--- src/rtl/cfg_seq_pkg.sv ---
package cfg_seq_pkg;

  typedef enum logic [3:0] {
    ST_IDLE,
    ST_RESET,
    ST_CHECK_LOW,
    ST_HOUSEKEEP,
    ST_STREAM,
    ST_CHECK_DONE,
    ST_PAD,
    ST_OK,
    ST_ERR
  } seq_state_t;

  typedef enum logic [1:0] {
    ERR_NONE       = 2'd0,
    ERR_PARTIAL    = 2'd1,
    ERR_RESET      = 2'd2,
    ERR_INCOMPLETE = 2'd3
  } err_code_t;

  // ceil(clk_hz * amount / per_sec), amount given in units of 1/per_sec seconds
  function automatic int unsigned cycles_for(longint unsigned clk_hz,
                                             longint unsigned amount,
                                             longint unsigned per_sec);
    longint unsigned q;
    q = (clk_hz * amount + per_sec - 64'd1) / per_sec;
    return 32'(q);
  endfunction

endpackage

--- src/rtl/cfg_wait_timer.sv ---
module cfg_wait_timer #(
  parameter int unsigned W = 8
) (
  input  logic         clk,
  input  logic         rst,
  input  logic         load,
  input  logic [W-1:0] load_val,
  output logic         expired
);
  logic [W-1:0] cnt_q;

  always_ff @(posedge clk) begin
    if (rst)               cnt_q <= '0;
    else if (load)         cnt_q <= load_val;
    else if (cnt_q != '0)  cnt_q <= cnt_q - 1'b1;
  end

  assign expired = (cnt_q == '0);
endmodule

--- src/rtl/cfg_byte_shifter.sv ---
module cfg_byte_shifter #(
  parameter int unsigned HALF_DIV = 2,
  parameter int unsigned DW       = 8
) (
  input  logic          clk,
  input  logic          rst,
  input  logic          load,
  input  logic [DW-1:0] din,
  output logic          busy,
  output logic          sck,
  output logic          mosi
);
  localparam int unsigned DIVW = (HALF_DIV > 1) ? $clog2(HALF_DIV) : 1;
  localparam int unsigned BITW = $clog2(DW);
  localparam logic [DIVW-1:0] DIV_LAST = DIVW'(HALF_DIV - 1);
  localparam logic [BITW-1:0] BIT_LAST = BITW'(DW - 1);

  logic [DW-1:0]   shreg_q;
  logic [DIVW-1:0] div_q;
  logic [BITW-1:0] bit_q;
  logic            active_q;
  logic            sck_q;
  logic            mosi_q;
  logic            tick;

  assign tick = (div_q == DIV_LAST);

  always_ff @(posedge clk) begin
    if (rst) begin
      shreg_q  <= '0;
      div_q    <= '0;
      bit_q    <= '0;
      active_q <= 1'b0;
      sck_q    <= 1'b0;
      mosi_q   <= 1'b0;
    end else if (load) begin
      shreg_q  <= din;
      mosi_q   <= din[DW-1];
      div_q    <= '0;
      bit_q    <= '0;
      sck_q    <= 1'b0;
      active_q <= 1'b1;
    end else if (active_q) begin
      if (tick) begin
        div_q <= '0;
        if (!sck_q) begin
          sck_q <= 1'b1;                 // rising edge: target samples
        end else begin
          sck_q <= 1'b0;                 // falling edge: data advances
          if (bit_q == BIT_LAST) begin
            active_q <= 1'b0;
            mosi_q   <= 1'b0;
          end else begin
            bit_q   <= bit_q + 1'b1;
            mosi_q  <= shreg_q[DW-2];
            shreg_q <= shreg_q << 1;
          end
        end
      end else begin
        div_q <= div_q + 1'b1;
      end
    end
  end

  assign busy = active_q;
  assign sck  = sck_q;
  assign mosi = mosi_q;
endmodule

--- src/rtl/cfg_spi_loader.sv ---
module cfg_spi_loader
  import cfg_seq_pkg::*;
#(
  parameter longint unsigned CLK_HZ    = 100_000_000,
  parameter int unsigned     HALF_DIV  = 2,
  parameter int unsigned     RST_NS    = 1000,
  parameter int unsigned     HK_US     = 1200,
  parameter int unsigned     PAD_BYTES = 7
) (
  input  logic       clk,
  input  logic       rst,
  input  logic       start_i,
  input  logic       partial_i,
  input  logic [7:0] img_data_i,
  input  logic       img_valid_i,
  input  logic       img_last_i,
  output logic       img_ready_o,
  input  logic       cdone_i,
  output logic       creset_n_o,
  output logic       cs_n_o,
  output logic       sck_o,
  output logic       mosi_o,
  output logic       busy_o,
  output logic       done_o,
  output logic       err_o,
  output logic [1:0] err_code_o
);
  localparam int unsigned RST_CYC = cycles_for(CLK_HZ, 64'(RST_NS), 64'd1_000_000_000);
  localparam int unsigned HK_CYC  = cycles_for(CLK_HZ, 64'(HK_US), 64'd1_000_000);
  localparam int unsigned MAX_CYC = (RST_CYC > HK_CYC) ? RST_CYC : HK_CYC;
  localparam int unsigned TW      = $clog2(MAX_CYC + 1);
  localparam int unsigned PW      = $clog2(PAD_BYTES + 1);
  localparam longint unsigned SCK_HZ = CLK_HZ / (64'd2 * 64'(HALF_DIV));
  localparam logic [PW-1:0] PAD_LAST = PW'(PAD_BYTES);

  if (HALF_DIV == 0 || SCK_HZ > 64'd25_000_000 || SCK_HZ < 64'd1_000_000) begin : g_bad_sck
    $error("serial clock divider gives a rate outside 1..25 MHz");
  end
  if (RST_NS <= 200 || PAD_BYTES == 0 || RST_CYC == 0 || HK_CYC == 0) begin : g_bad_timing
    $error("reset pulse, housekeeping or padding setting out of range");
  end

  seq_state_t     state_q;
  err_code_t      code_q;
  logic           creset_n_q, cs_n_q, done_q, err_q, last_seen_q;
  logic [PW-1:0]  pad_cnt_q;

  logic           tmr_load, tmr_expired;
  logic [TW-1:0]  tmr_val;
  logic           tx_load, tx_busy;
  logic [7:0]     tx_data;
  logic           accept;

  assign img_ready_o = (state_q == ST_STREAM) && !tx_busy && !last_seen_q;
  assign accept      = img_ready_o && img_valid_i;

  always_comb begin
    tmr_load = 1'b0;
    tmr_val  = '0;
    if (state_q == ST_IDLE && start_i && !partial_i) begin
      tmr_load = 1'b1;
      tmr_val  = TW'(RST_CYC - 1);
    end else if (state_q == ST_CHECK_LOW && !cdone_i) begin
      tmr_load = 1'b1;
      tmr_val  = TW'(HK_CYC - 1);
    end
  end

  always_comb begin
    tx_load = 1'b0;
    tx_data = '0;
    if (accept) begin
      tx_load = 1'b1;
      tx_data = img_data_i;
    end else if (state_q == ST_PAD && !tx_busy && pad_cnt_q != PAD_LAST) begin
      tx_load = 1'b1;
    end
  end

  cfg_wait_timer #(.W(TW)) u_timer (
    .clk      (clk),
    .rst      (rst),
    .load     (tmr_load),
    .load_val (tmr_val),
    .expired  (tmr_expired)
  );

  cfg_byte_shifter #(.HALF_DIV(HALF_DIV), .DW(8)) u_shift (
    .clk  (clk),
    .rst  (rst),
    .load (tx_load),
    .din  (tx_data),
    .busy (tx_busy),
    .sck  (sck_o),
    .mosi (mosi_o)
  );

  always_ff @(posedge clk) begin
    if (rst) begin
      state_q     <= ST_IDLE;
      code_q      <= ERR_NONE;
      creset_n_q  <= 1'b1;
      cs_n_q      <= 1'b1;
      done_q      <= 1'b0;
      err_q       <= 1'b0;
      last_seen_q <= 1'b0;
      pad_cnt_q   <= '0;
    end else begin
      unique case (state_q)
        ST_IDLE: begin
          if (start_i) begin
            if (partial_i) begin
              code_q  <= ERR_PARTIAL;
              err_q   <= 1'b1;
              state_q <= ST_ERR;
            end else begin
              code_q     <= ERR_NONE;
              creset_n_q <= 1'b0;
              cs_n_q     <= 1'b0;
              state_q    <= ST_RESET;
            end
          end
        end
        ST_RESET: begin
          if (tmr_expired) begin
            creset_n_q <= 1'b1;
            state_q    <= ST_CHECK_LOW;
          end
        end
        ST_CHECK_LOW: begin
          if (cdone_i) begin
            cs_n_q  <= 1'b1;
            code_q  <= ERR_RESET;
            err_q   <= 1'b1;
            state_q <= ST_ERR;
          end else begin
            state_q <= ST_HOUSEKEEP;
          end
        end
        ST_HOUSEKEEP: begin
          if (tmr_expired) begin
            cs_n_q      <= 1'b1;
            last_seen_q <= 1'b0;
            state_q     <= ST_STREAM;
          end
        end
        ST_STREAM: begin
          if (accept) begin
            cs_n_q <= 1'b0;
            if (img_last_i) last_seen_q <= 1'b1;
          end else if (last_seen_q && !tx_busy) begin
            cs_n_q  <= 1'b1;
            state_q <= ST_CHECK_DONE;
          end
        end
        ST_CHECK_DONE: begin
          if (cdone_i) begin
            cs_n_q    <= 1'b0;
            pad_cnt_q <= '0;
            state_q   <= ST_PAD;
          end else begin
            code_q  <= ERR_INCOMPLETE;
            err_q   <= 1'b1;
            state_q <= ST_ERR;
          end
        end
        ST_PAD: begin
          if (tx_load) begin
            pad_cnt_q <= pad_cnt_q + 1'b1;
          end else if (pad_cnt_q == PAD_LAST && !tx_busy) begin
            cs_n_q  <= 1'b1;
            done_q  <= 1'b1;
            state_q <= ST_OK;
          end
        end
        ST_OK: begin
          done_q  <= 1'b0;
          state_q <= ST_IDLE;
        end
        ST_ERR: begin
          err_q   <= 1'b0;
          state_q <= ST_IDLE;
        end
        default: state_q <= ST_IDLE;
      endcase
    end
  end

  assign creset_n_o = creset_n_q;
  assign cs_n_o     = cs_n_q;
  assign done_o     = done_q;
  assign err_o      = err_q;
  assign err_code_o = code_q;
  assign busy_o     = (state_q != ST_IDLE) && (state_q != ST_OK) && (state_q != ST_ERR);
endmodule

--- config.mk ---
export PLATFORM = sky130hd
export DESIGN_NAME = cfg_spi_loader
export DESIGN_NICKNAME = d
export VERILOG_FILES = /design/src/rtl/cfg_seq_pkg.sv /design/src/rtl/cfg_wait_timer.sv /design/src/rtl/cfg_byte_shifter.sv /design/src/rtl/cfg_spi_loader.sv
export SDC_FILE = /design/constraint.sdc
export NUM_CORES = 1
export LEC_CHECK = 0
export BUFFER_PORTS_ARGS = -buffer_cell sky130_fd_sc_hd__buf_2
export CAP_MARGIN = 0
export CORE_MARGIN = 1
export CORE_UTILIZATION = 55
export CTS_CLUSTER_DIAMETER = 50
export DETAILED_ROUTE_END_ITERATION = 8
export GPL_TIMING_DRIVEN = 0
export PLACE_DENSITY = 0.75
export SYNTH_ARGS = -nofsm -noshare
export SYNTH_HDL_FRONTEND = slang
export SYNTH_SLANG_ARGS = --single-unit
--- constraint.sdc ---
create_clock -name clk -period 4.5 [get_ports clk]
set_clock_uncertainty 0.2 [all_clocks]
set_input_delay 0.45 -clock clk [delete_from_list [all_inputs] [get_ports clk]]
set_output_delay 0.45 -clock clk [all_outputs]
set_load 0.1 [all_outputs]
==> results_dict.tcl <==
set metrics [dict create \
    status "completed" \
    switching_share_pct 44.9 \
    cts_tree "yes" \
    multi_input_area_um2 1460 \
    drive_above_1_share_pct 13.1 \
    avgSynthCellArea_um2 8.21 \
    synth-seq-cells 45 \
    synth.top_cell.area_share_pct 36.8 \
    row_count 23 \
    crit_fanout 10 \
    initial_utilization_pct 59.1 \
    cts_setup_buffers 0 \
    syn_area_um2 2450 \
    worstSetupPathType "reg -> out" \
    fmax_mhz 362 \
    wl_per_cell_um 15.0 \
    synth_cells 298 \
    worst_slew_pin_slew_ps 921 \
    ctsResizeCount 0 \
    min_from "img_data_i[0]" \
    clkLatencyLatePin_ps 300 \
    min_to "u_shift.shreg_q[0]" \
    area_delta_synth_final_pct 11.0 \
    rsz0062_at_grt "no" \
    grt_pass1_wl_um 9060 \
    antenna_found_initial 0 \
    finalMaxSlewViolations 0 \
    cts_num_sinks 45 \
    maxSlewHeadroom_pct 38.0 \
    clkPwrFrac_pct 15.6 \
    cts_inserted_buffers 5 \
    switchingPower_mw 0.768 \
    regToRegSetupSlack_ps 1910 \
    cp-end-kind "output pin" \
    hold_viol_final 0 \
    cp-startpoint "state_q[1]" \
    diodes 0 \
    synth-edff-count 0 \
    pwr_density_cell_nw_per_um2 630 \
    cap_viol_max_count 0 \
    syn_nets 319 \
    grt_pass1_vias 1941 \
    ant_nets 0 \
    required_ps 3850 \
    yosys.area.top_type "dfxtp_1" \
    cts_max_level 2 \
    ioPinCount 25 \
    ys_types 50 \
    yosysSeqAreaShare_pct 36.8 \
    reg2reg_from "u_timer.cnt_q[2]" \
    fill_cells 368 \
    routed_wl_um 5670 \
    p_leak_nw 1.06 \
    cp.arrival_ps 2110 \
    tns_ps 0 \
    path_clk_slew_ps 80 \
    intPower_mw 0.942 \
    dp_hpwl_um 3970 \
    nets 348 \
    synth_area_leaders "dfxtp_1 37%, nor2_1 6.9%, a21oi_1 5.3%" \
    finalCritPeriodShare_pct 61.4 \
    drc 0 \
    regArea_um2 901 \
    numPlacedInstances 370 \
    worst_hold_slack_ps 168 \
    avgViaCountPerCell 6.04 \
    cp-start-kind "flop" \
    cts_root_buffer "clkbuf_8" \
    grt-ovfl-total 0 \
    fp.dieH_um 68.7 \
    clock_path_buffers 2 \
    p_comb_share_pct 50.1 \
    reg2reg_to "u_timer.cnt_q[1]" \
    yosysWarnings 0 \
    die_w_um 68.7 \
    dieArea_um2 4720 \
    numPortBuffers 22 \
    firstDrtPassIters 4 \
    hold_path_depth 3 \
    hp-class "in -> reg" \
    async_flop_share_pct 0 \
    dr.first_iter.drc_count 198 \
    finalSetupViolCount 0 \
    globalplace.congestion 0.900 \
    min_period_ps 2760 \
    power_frac_seq_pct 34.2 \
    grt_use_total_pct 26.2 \
    ir_drop_mv 0.254 \
    core_area_um2 4140 \
    grt_max_degree 15 \
    final_cells 378 \
    ys.flop_type "dfxtp_1" \
    r2r_cells 5 \
    ctsHoldBuffers 0 \
    num_vias 2285 \
]
[state kept, by name, indices dropped and copies added, names as in the netlist]
signal and count:
cs_n_o 1, done_o 1, u_shift.sck 1, u_timer.cnt_q 17, u_shift.mosi 1, u_shift.bit_q 3, u_shift.div_q 1, state_q 4
err_code_o 2, err_o 1, creset_n_o 1, pad_cnt_q 3, u_shift.busy 1, last_seen_q 1, u_shift.shreg_q 7
[area by class of cell]
type | instances | area share [%]
clock inverter | 2 | 0.507
multi-input combinational | 229 | 53.6
buffer | 18 | 2.53
tap | 50 | 2.30
clock buffer | 6 | 3.04
timing repair buffer | 22 | 4.05
inverter | 6 | 0.829
sequential | 45 | 33.2
[power groups by stage]
stage | clock network [mW] | logic, mW | registers, mW
6_report | 0.268 | 0.857 | 0.586
5_1_grt | 0.285 | 0.953 | 0.598
4_1_cts | 0.270 | 0.849 | 0.584
3_5_place_dp | 0 | 0.846 | 0.592
3_3_place_gp | 0 | 0.834 | 0.590
2_1_floorplan | 0 | 0.653 | 0.628
[Yosys cell counts, drive strengths merged (7+ instances only)]
cell type / number
nor4: 7
dfxtp: 45
clkbuf: 14
a2bb2oi: 7
a21oi: 26
xor2: 10
nand3: 10
nor2: 45
nor3: 17
nor2b: 8
nand2: 18
nand4: 8
[critical path: stages, from the launching register on]
cell and delay, ps:
dfxtp_1 320, clkbuf_1 350, buf_1 430, nand2_1 170
nor2_1 180, nor2_1 60, buf_2 290
[metrics by stage]
stage | instance area [um2] | setup WS (ps) | util [%] | total power [mW]
6_report | 2720 | 1740 | 65.5 | 1.71
5_1_grt | 2720 | 1570 | 65.5 | 1.84
4_1_cts | 2720 | 1740 | 65.5 | 1.70
3_5_place_dp | 2620 | 1960 | 63.2 | 1.44
3_3_place_gp | 2620 | 1980 | 63.2 | 1.42
2_1_floorplan | 2450 | 1610 | - | 1.28
[per-layer routing]
metal / up-vias / share of wire (%) / wire [um] / track usage [%]
met5: - / 0 / 0 / 0
met4: 0 / 1.3 / 72 / 6.89
met3: 7 / 5.1 / 290 / 5.43
met2: 73 / 44 / 2500 / 41.8
met1: 1074 / 50 / 2810 / 35.9
li1: 1131 / - / - / -
[cell families after synthesis]
kind of cell,count (synthesis),synth area share [%]
simple gates,141,32.3
compound gates,59,15.5
flops,45,36.8
buf+inv,24,3.73
xor+xnor,16,5.73
mux,7,2.91
fa+ha+maj,6,3.07
[worst max-delay path by stage]
stage          depth (start not counted)  slack (ps)                  to
2_1_floorplan                          4        1610              busy_o
3_3_place_gp                           7        1980  u_shift.shreg_q[3]
3_5_place_dp                           7        1960  u_shift.shreg_q[3]
4_1_cts                                6        1740              busy_o
5_1_grt                                6        1570              busy_o
6_report                               6        1740              busy_o
[cell usage in the layout, fill, tap and decap left out, types with 7 or more instances in the layout]
cell / netlist / routed
nor2_1: 45 / 45
dfxtp_1: 45 / 45
a21oi_1: 26 / 26
buf_2: 1 / 23
nand2_1: 18 / 18
nor3_1: 17 / 17
clkbuf_1: 14 / 14
nand3_1: 10 / 10
xor2_1: 10 / 10
nor2b_1: 8 / 8
nand4_1: 7 / 7
a2bb2oi_1: 7 / 7
Power figures use the tool's default switching activity.
